### src/rtl/trim_pkg.sv
package trim_pkg;
  localparam int MEAS_W = 12;
  localparam int DUTY_W = 10;
  typedef logic [MEAS_W-1:0] meas_t;
  typedef logic [DUTY_W-1:0] duty_t;
endpackage

### src/rtl/trim_tgt.sv
module trim_tgt
  import trim_pkg::*;
#(
  parameter int NCH = 4
) (
  input  logic              mfg_mode_i,
  input  logic              margin_up_i,
  input  logic              margin_dn_i,
  input  meas_t [NCH-1:0]   setpt_i,
  input  meas_t [NCH-1:0]   mhi_i,
  input  meas_t [NCH-1:0]   mlo_i,
  output meas_t [NCH-1:0]   tgt_o
);
  logic sel_hi, sel_lo;

  // conflicting requests fall back to nominal
  assign sel_hi = mfg_mode_i & margin_up_i & ~margin_dn_i;
  assign sel_lo = mfg_mode_i & margin_dn_i & ~margin_up_i;

  for (genvar g = 0; g < NCH; g++) begin : g_ch
    always_comb begin
      if (sel_hi)      tgt_o[g] = mhi_i[g];
      else if (sel_lo) tgt_o[g] = mlo_i[g];
      else             tgt_o[g] = setpt_i[g];
    end
  end
endmodule

### src/rtl/trim_step.sv
module trim_step
  import trim_pkg::*;
#(
  parameter int DEADBAND = 2
) (
  input  logic  clk_i,
  input  logic  rst_ni,
  input  logic  run_i,
  input  logic  vld_i,
  input  logic  inv_i,
  input  meas_t meas_i,
  input  meas_t tgt_i,
  input  duty_t dflt_i,
  output duty_t cmd_o
);
  localparam int ERR_W = MEAS_W + 1;
  localparam logic signed [ERR_W-1:0] DB_P = ERR_W'(DEADBAND);
  localparam logic signed [ERR_W-1:0] DB_N = -DB_P;
  localparam duty_t DUTY_MAX = '1;

  logic signed [ERR_W-1:0] err;
  logic  above, below, inc, dec;
  duty_t cmd_q;

  assign err   = signed'({1'b0, meas_i}) - signed'({1'b0, tgt_i});
  assign above = err > DB_P;
  assign below = err < DB_N;
  assign inc   = (below & ~inv_i) | (above & inv_i);
  assign dec   = (above & ~inv_i) | (below & inv_i);

  always_ff @(posedge clk_i or negedge rst_ni) begin
    if (!rst_ni) begin
      cmd_q <= '0;
    end else if (!run_i) begin
      cmd_q <= dflt_i;
    end else if (vld_i) begin
      if (inc && cmd_q != DUTY_MAX)  cmd_q <= cmd_q + 1'b1;
      else if (dec && cmd_q != '0)   cmd_q <= cmd_q - 1'b1;
    end
  end

  assign cmd_o = cmd_q;
endmodule

### src/rtl/trim_pwm.sv
module trim_pwm
  import trim_pkg::*;
#(
  parameter int NCH     = 4,
  parameter int PRESC_W = 8
) (
  input  logic               clk_i,
  input  logic               rst_ni,
  input  logic               run_i,
  input  logic [PRESC_W-1:0] presc_i,
  input  duty_t [NCH-1:0]    dflt_i,
  input  duty_t [NCH-1:0]    cmd_i,
  output duty_t [NCH-1:0]    duty_o,
  output logic  [NCH-1:0]    pwm_o,
  output logic               wrap_o
);
  localparam duty_t CNT_LAST = '1;

  logic [PRESC_W-1:0] pre_q;
  duty_t              cnt_q;
  logic               tick;

  assign tick   = (pre_q == presc_i);
  assign wrap_o = tick && (cnt_q == CNT_LAST);

  always_ff @(posedge clk_i or negedge rst_ni) begin
    if (!rst_ni) begin
      pre_q <= '0;
      cnt_q <= '0;
    end else begin
      pre_q <= tick ? '0 : pre_q + 1'b1;
      if (tick) cnt_q <= cnt_q + 1'b1;
    end
  end

  for (genvar g = 0; g < NCH; g++) begin : g_ch
    duty_t act_q;
    always_ff @(posedge clk_i or negedge rst_ni) begin
      if (!rst_ni)      act_q <= '0;
      else if (!run_i)  act_q <= dflt_i[g];
      else if (wrap_o)  act_q <= cmd_i[g];
    end
    assign duty_o[g] = act_q;
    assign pwm_o[g]  = cnt_q < act_q;
  end
endmodule

### src/rtl/trim_ctrl.sv
module trim_ctrl
  import trim_pkg::*;
#(
  parameter int NCH      = 4,
  parameter int PRESC_W  = 8,
  parameter int DEADBAND = 2
) (
  input  logic               clk_i,
  input  logic               rst_ni,
  input  logic               run_i,
  input  logic               mfg_mode_i,
  input  logic               margin_up_i,
  input  logic               margin_dn_i,
  input  logic [PRESC_W-1:0] presc_i,
  input  meas_t [NCH-1:0]    meas_i,
  input  logic  [NCH-1:0]    meas_vld_i,
  input  meas_t [NCH-1:0]    setpt_i,
  input  meas_t [NCH-1:0]    mhi_i,
  input  meas_t [NCH-1:0]    mlo_i,
  input  duty_t [NCH-1:0]    dflt_duty_i,
  input  logic  [NCH-1:0]    invert_i,
  output duty_t [NCH-1:0]    duty_cmd_o,
  output duty_t [NCH-1:0]    duty_o,
  output logic  [NCH-1:0]    pwm_o
);
  meas_t [NCH-1:0] tgt;
  logic            period_wrap;

  trim_tgt #(.NCH(NCH)) i_tgt (
    .mfg_mode_i  (mfg_mode_i),
    .margin_up_i (margin_up_i),
    .margin_dn_i (margin_dn_i),
    .setpt_i     (setpt_i),
    .mhi_i       (mhi_i),
    .mlo_i       (mlo_i),
    .tgt_o       (tgt)
  );

  for (genvar g = 0; g < NCH; g++) begin : g_step
    trim_step #(.DEADBAND(DEADBAND)) i_step (
      .clk_i  (clk_i),
      .rst_ni (rst_ni),
      .run_i  (run_i),
      .vld_i  (meas_vld_i[g]),
      .inv_i  (invert_i[g]),
      .meas_i (meas_i[g]),
      .tgt_i  (tgt[g]),
      .dflt_i (dflt_duty_i[g]),
      .cmd_o  (duty_cmd_o[g])
    );
  end

  trim_pwm #(.NCH(NCH), .PRESC_W(PRESC_W)) i_pwm (
    .clk_i  (clk_i),
    .rst_ni (rst_ni),
    .run_i  (run_i),
    .presc_i(presc_i),
    .dflt_i (dflt_duty_i),
    .cmd_i  (duty_cmd_o),
    .duty_o (duty_o),
    .pwm_o  (pwm_o),
    .wrap_o (period_wrap)
  );
endmodule

### config.mk
export PLATFORM = sky130hd
export DESIGN_NAME = trim_ctrl
export DESIGN_NICKNAME = d
export VERILOG_FILES = /design/src/rtl/trim_pkg.sv /design/src/rtl/trim_tgt.sv /design/src/rtl/trim_step.sv /design/src/rtl/trim_pwm.sv /design/src/rtl/trim_ctrl.sv
export SDC_FILE = /design/constraint.sdc
export NUM_CORES = 1
export LEC_CHECK = 0
export BUFFER_PORTS_ARGS = -buffer_cell sky130_fd_sc_hd__buf_2
export CAP_MARGIN = 10
export CORE_MARGIN = 8
export CORE_UTILIZATION = 45
export CTS_CLUSTER_DIAMETER = 30
export CTS_CLUSTER_SIZE = 40
export DETAILED_ROUTE_END_ITERATION = 8
export PLACE_DENSITY = 0.76
export SLEW_MARGIN = 20
export SYNTH_ARGS = -nofsm -noshare
export SYNTH_HDL_FRONTEND = slang
export SYNTH_SLANG_ARGS = --single-unit
export TNS_END_PERCENT = 10
### constraint.sdc
create_clock -name clk_i -period 4.4 [get_ports clk_i]
set_clock_uncertainty 0.2 [all_clocks]
set_input_delay 1.32 -clock clk_i [delete_from_list [all_inputs] [get_ports clk_i]]
set_output_delay 1.32 -clock clk_i [all_outputs]
set_load 0.02 [all_outputs]
==> metrics.cfg, run 1 <==
[pwr]
clock_power_share_pct = 15.8
internal-power_mw = 3.07
power.density_nw_per_um2 = 351
p_leak_nw = 8.01
p_switching_mw = 2.19
p_seq_share_pct = 25.3
vdd_ir_drop_max_mv = 0.211
switching_share_pct = 41.6
total_power_mw = 5.26
pwr-share-comb_pct = 58.9

[route]
postRouteWirelength_mm = 38.0
antenna_left = 0
via_count = 11900
avgViaCountPerCell = 5.52
drc = 0
drt_iter0_drc = 751
drt_pass1_iterations = 5
wl_per_cell_um = 17.6

[status]
status = finished with violations
violations = setup timing

[synthesis]
yosys-top-cells-area = dfrtp_1 (23%), ha_1 (14%), a21oi_1 (7.0%)
synth_sequential_area_ratio_pct = 23.4
syn_area_per_cell_um2 = 8.04
ys_types = 73
muxShareOfSynthArea_pct = 7.32
synth_xor_area_share_pct = 6.94
synth_top_flop_cell = dfrtp_1
yosys.area_share.simple_pct = 19.3
synthCells = 1303
synthAdderAreaFrac_pct = 15.6
synth-edff-count = 0
synth_top_area_share_pct = 23.4
syn_nets = 1683
async_flop_share_pct = 100
netlist_area_um2 = 10500
yosys_warnings = 0
synth_compound_area_share_pct = 22.3
synth_seq_cells = 98
synth_top_area_cell = dfrtp_1
synth_top_family_by_area = compound AO/OA/AOI/OAI gates

[critical_path]
crit_fanout = 13
worstPathArrival_ps = 6310
cp-start-kind = input pin
cp_data_required_time_ps = 4460
crit_type = input pin to register
end_kind = register

[place]
place_congestion = 0.900
hpwl_mm = 30.6
portBuffers = 337
place_inst = 2135

[global_route]
grt_use_total_pct = 25.9
overflow = 0
grt_pass1_wl_mm = 60.9
grt_pass1_vias = 12500
grt_antenna_before_repair = 3
use_met2_pct = 46.7
grt_max_degree = 75
use_met1_pct = 29.7
use_met3_pct = 5.61
grt_busiest_layer = met2

[timing]
fin_tns_setup_ps = -51250
fin_crit_sh_pct = 142
setup_viol = 40
relSlewSlack_pct = 48.6
grt_setup_unrepaired = true
tightestPinTransition_ps = 771
slew_violations = 0
period_needed_ps = 6260
hold_violations = 0
hold_ws_ps = 354
layout_setup_ws_ps = -1860
fmax_ghz = 0.160

[die]
coreArea_um2 = 23200
start_util_pct = 45.2
placementRows = 56
boundaryPins = 338
die_area_um2 = 28400
die_w_um = 169
die_h_um = 169

[run]
cap_viol_max_count = 0

[layout]
ff_latch_area_um2 = 2450
fin_cells = 2162
n_fill_cell = 1936
area_delta_synth_final_pct = 43.0
final_net_count = 2217
multiInputGateArea_um2 = 7960
drive_gt1_share_pct = 38.3

[clocking]
clk_transition_reported_paths_ps = 80
cts_tree = yes
clock-sinks = 98
clk_path_buf_depth = 2
h-tree-depth = 3
cts_inserted_buffers = 9
root_buffer = clkbuf_16
clkLatencyLatePin_ps = 360

[worst_hold_path]
hold_class = register to register

==> critical path: stages <==
cell and delay (ps):
buf_2 100, nand3b_1 190, buf_12 180, buf_4 170, mux2i_2 210, nor2_1 60, a21oi_1 160, ha_2 340
a21oi_1 150, nor2b_1 90, or3_1 390, a21o_1 230, a2111oi_4 400, a211oi_2 140, o21ai_4 210, ha_1 260
a21o_1 200, a21oi_2 160, nand2b_1 140, a21boi_2 70, o41ai_2 390, o21ai_1 170, xnor2_1 170, nor3b_2 160
a311oi_1 230
==> registers in the layout, summed over array words and instances (netlist names) <==
| name | flops |
|---|---|
| i_pwm.cnt_q | 10 |
| g_step.i_step.cmd_o | 40 |
| i_pwm.pre_q | 8 |
| i_pwm.g_ch.act_q | 40 |
==> final timing paths <==
kind / startpoint / to / slack (ps) / cells past startpoint
setup reg to reg: g_step[2].i_step.cmd_o[5] / g_step[2].i_step.cmd_o[9] / 830 / 16
min in group asynchronous: rst_ni / i_pwm.cnt_q[0] / 750 / 1
hold / removal: i_pwm.pre_q[0] / i_pwm.pre_q[0] / 350 / 1
hold reg to reg: i_pwm.pre_q[0] / i_pwm.pre_q[0] / 350 / 1
setup / recovery: margin_up_i / g_step[1].i_step.cmd_o[9] / -1860 / 25
max in group asynchronous: rst_ni / i_pwm.g_ch[3].act_q[0] / 2550 / 2
==> layer usage <==
metal  wire, um  part of all wire [%]
met1      15000                    39
met2      18800                    50
met3       2760                   7.3
met4       1390                   3.6
met5         24                 0.063
==> power by group through the flow <==
stage	clock [mW]	sequential, mW	combinational (mW)
after CTS	0.829	1.32	2.99
after floorplan	0	1.39	1.61
after global placement	0	1.33	2.77
final	0.831	1.33	3.10
after global routing	0.870	1.35	3.39
after detailed placement	0	1.33	2.86
==> cells by family (layout without fill, tap and decap cells) <==
kind of cell,after synthesis,after routing
adders and majority gates,126,126
xor gates and xnor gates,83,83
and+or+nand+nor,427,427
AOI/OAI and AO/OA,363,363
DFF,98,98
muxes,76,76
other,0,1
buffers and inverters,130,669
==> synth_stat cells (24+ instances only) <==
cell / n
a21oi_1: 146
nor2_1: 133
nand2_1: 126
ha_1: 118
dfrtp_1: 98
inv_1: 81
mux2i_1: 71
xnor2_1: 58
a31oi_1: 46
a21o_1: 44
o21ai_0: 42
clkbuf_1: 33
xor2_1: 25
nand3_1: 24
==> metrics by stage <==
stage	utilization (%)	setup WS [ps]	area (um2)
4_1_cts	63.9	-1780	14800
6_report	64.6	-1860	15000
3_3_place_gp	61.5	-2170	14300
3_5_place_dp	61.5	-2350	14300
5_1_grt	64.6	-2160	15000
2_1_floorplan	-	-1870	10700
==> timing repair <==
| action | 4_1_cts | 5_1_grt |
|---|---|---|
| gates resized for setup | 50 | 42 |
| cloned | 0 | 0 |
| hold buffers | 0 | 0 |
| pin swaps | 30 | 17 |
| setup buffers | 8 | 2 |
| endpoints found under the setup margin | 40 | 42 |
==> cell usage in the layout (no fill, tap or decap), types with 20 or more instances in the layout <==
| master | instances |
|---|---|
| a31oi_1 | 46 |
| nand3_1 | 24 |
| ha_1 | 112 |
| nand4_1 | 20 |
| a21o_1 | 44 |
| o21ai_0 | 20 |
| xor2_1 | 25 |
| nor2_1 | 132 |
| xnor2_1 | 51 |
| mux2i_1 | 69 |
| buf_4 | 225 |
| inv_1 | 78 |
| buf_2 | 334 |
| nand2_1 | 126 |
| dfrtp_1 | 97 |
| a21oi_1 | 122 |
| a21oi_2 | 24 |
==> final cells by class <==
cell class / instances / area share [%]
multi-input cells: 1075 / 53.1
repair buffers: 572 / 23.8
inverters: 81 / 2.03
clock buffers: 10 / 1.53
clock inverters: 6 / 0.476
well taps: 319 / 2.66
diodes: 1 / 0.0167
flip-flops and latches: 98 / 16.4
Note: power is estimated with default switching activity, not from simulation.
==> inputs of run 2 (changes only) <==
--- a/config.mk
+++ b/config.mk
@@ -12,6 +12,7 @@
 export CTS_CLUSTER_DIAMETER = 30
 export CTS_CLUSTER_SIZE = 40
 export DETAILED_ROUTE_END_ITERATION = 8
+export MAX_ROUTING_LAYER = met4
 export PLACE_DENSITY = 0.76
 export SLEW_MARGIN = 20
 export SYNTH_ARGS = -nofsm -noshare
==> constraint.sdc (replaced) <==
create_clock -name clk_i -period 6.5 [get_ports clk_i]
set_clock_uncertainty 0.2 [all_clocks]
set_input_delay 1.95 -clock clk_i [delete_from_list [all_inputs] [get_ports clk_i]]
set_output_delay 1.95 -clock clk_i [all_outputs]
set_load 0.02 [all_outputs]
==> run 2 against run 1 <==
The flow still finishes with violations (setup timing). Hold slack gained 4.8 ps. Sequential power shrank 32%. First-iteration DRC count grew 28%. Global-route usage grew 0.10 points. Clock power fell by 27%. Critical path type unchanged. Sequential share of layout area decreased by 0.12 points. Routed wire length shrank 0.67%. Flip-flop and latch count did not move. Largest cell class unchanged. Via count shrank 0.14%.
==> metrics.cfg, run 2 (synthesis results as in run 1) <==
[layout]
final_common_cell = buf_2
post-route-util_pct = 65.1
n_fill_cell = 1875
drive_gt1_share_pct = 38.4
area_delta_synth_final_pct = 44.0
fin_cells = 2171
mostFrequentLayoutCells = buf_2 (334), buf_4 (229), nor2_1 (132), nand2_1 (124), a21oi_1 (122)
final_net_count = 2223

[global_route]
grt_pass1_wl_mm = 59.6
grt_pass1_vias = 12100
overflow = 0
grt_max_degree = 95
grt_antenna_before_repair = 4
grt_use_total_pct = 26.0

[timing]
fin_tns_setup_ps = -6140
period_needed_ps = 6960
layout_setup_ws_ps = -459
fmax_ghz = 0.144
fin_crit_sh_pct = 107
grt_setup_unrepaired = true
relSlewSlack_pct = 38.8
setup_viol = 21
hold_ws_ps = 359
hold_violations = 0
slew_violations = 0
tightestPinTransition_ps = 918

[clocking]
h-tree-depth = 3
cts_inserted_buffers = 9
clkLatencyLatePin_ps = 350
clk_path_buf_depth = 2
root_buffer = clkbuf_16
clock-sinks = 98
cts_tree = yes
clk_transition_reported_paths_ps = 80

[critical_path]
cp_common_cell = a21oi_2
crit_type = input pin to register
worstPathArrival_ps = 7030
cpPeakStageDelay_ps = 550
crit_fanout = 7
end_kind = register
crit_slowest_cell = or4_4
cp-start-kind = input pin
cp_data_required_time_ps = 6570

[place]
portBuffers = 337
place_inst = 2121
place_congestion = 0.920
hpwl_mm = 30.0

[route]
antenna_left = 0
drt_pass1_iterations = 5
drt_iter0_drc = 960
drc = 0
via_count = 11900
avgViaCountPerCell = 5.49
postRouteWirelength_mm = 37.7
wl_per_cell_um = 17.4

[pwr]
p_leak_nw = 8.03
vdd_ir_drop_max_mv = 0.140
total_power_mw = 3.64
power.density_nw_per_um2 = 241

[worst_hold_path]
hold_class = register to register

[die]
die_w_um = 169
placementRows = 56
die_h_um = 169
die_area_um2 = 28400
boundaryPins = 338
coreArea_um2 = 23200
start_util_pct = 45.2

[status]
violations = setup timing
status = finished with violations

[run]
cap_viol_max_count = 0

## run 2: per-layer routing
layer | global-route usage (%) | up-vias | routed length, um | share of wire (%)
met2 | 45.7 | 477 | 18900 | 50
li1 | - | 5780 | - | -
met4 | 8.19 | 0 | 1080 | 2.9
met1 | 30.1 | 5589 | 15400 | 41
met5 | - | - | 0 | 0
met3 | 4.15 | 77 | 2370 | 6.3
## run 2: where the power goes
part	internal [mW]	switching, mW	total [mW]
sequential	0.713	0.188	0.902
combinational	1.09	1.05	2.13
clock	0.345	0.263	0.608
## run 2: path summary, 6_finish.rpt
kind,slack (ps),cells past startpoint,start,to
setup / recovery,-460,29,margin_up_i,g_step[2].i_step.cmd_o[9]
hold / removal,360,1,i_pwm.pre_q[0],i_pwm.pre_q[0]
setup reg to reg,2840,15,g_step[2].i_step.cmd_o[3],g_step[2].i_step.cmd_o[9]
hold reg to reg,360,1,i_pwm.pre_q[0],i_pwm.pre_q[0]
max in group asynchronous,3600,2,rst_ni,i_pwm.g_ch[3].act_q[8]
min in group asynchronous,1400,1,rst_ni,i_pwm.g_ch[1].act_q[9]
## run 2: layout make-up
type,count,area (um2),share of cell area [%]
Antenna cell,4,10.0,0.0663
Clock buffer,9,225,1.49
Sequential cell,98,2450,16.3
Tap cell,319,399,2.65
Inverter,81,307,2.03
Timing Repair Buffer,578,3620,24.0
Multi-Input combinational cell,1075,7960,52.8
Clock inverter,7,108,0.713
## run 2: critical path: cells and delay by family
kind	cells	cell delay (ps)
adder cells (fa/ha/maj)	2	510
XOR/XNOR	1	130
buffers and inverters	6	780
AND/OR/NAND/NOR	6	1280
multiplexers	1	160
AO/OA/AOI/OAI	13	2230
## run 2: per-stage QoR
step                      area [um2]  setup slack (ps)
after floorplan                10700              -395
after global placement         14100              -703
after detailed placement       14100              -877
after CTS                      14900              -388
after global routing           15100              -730
final                          15100              -459
## run 2: what timing repair did
action | in CTS | in global routing
buffers inserted | 15 | 14
gates resized for setup | 74 | 25
hold buffers | 0 | 0
setup endpoints to repair | 23 | 26
cloned | 1 | 0
pin swaps | 48 | 39
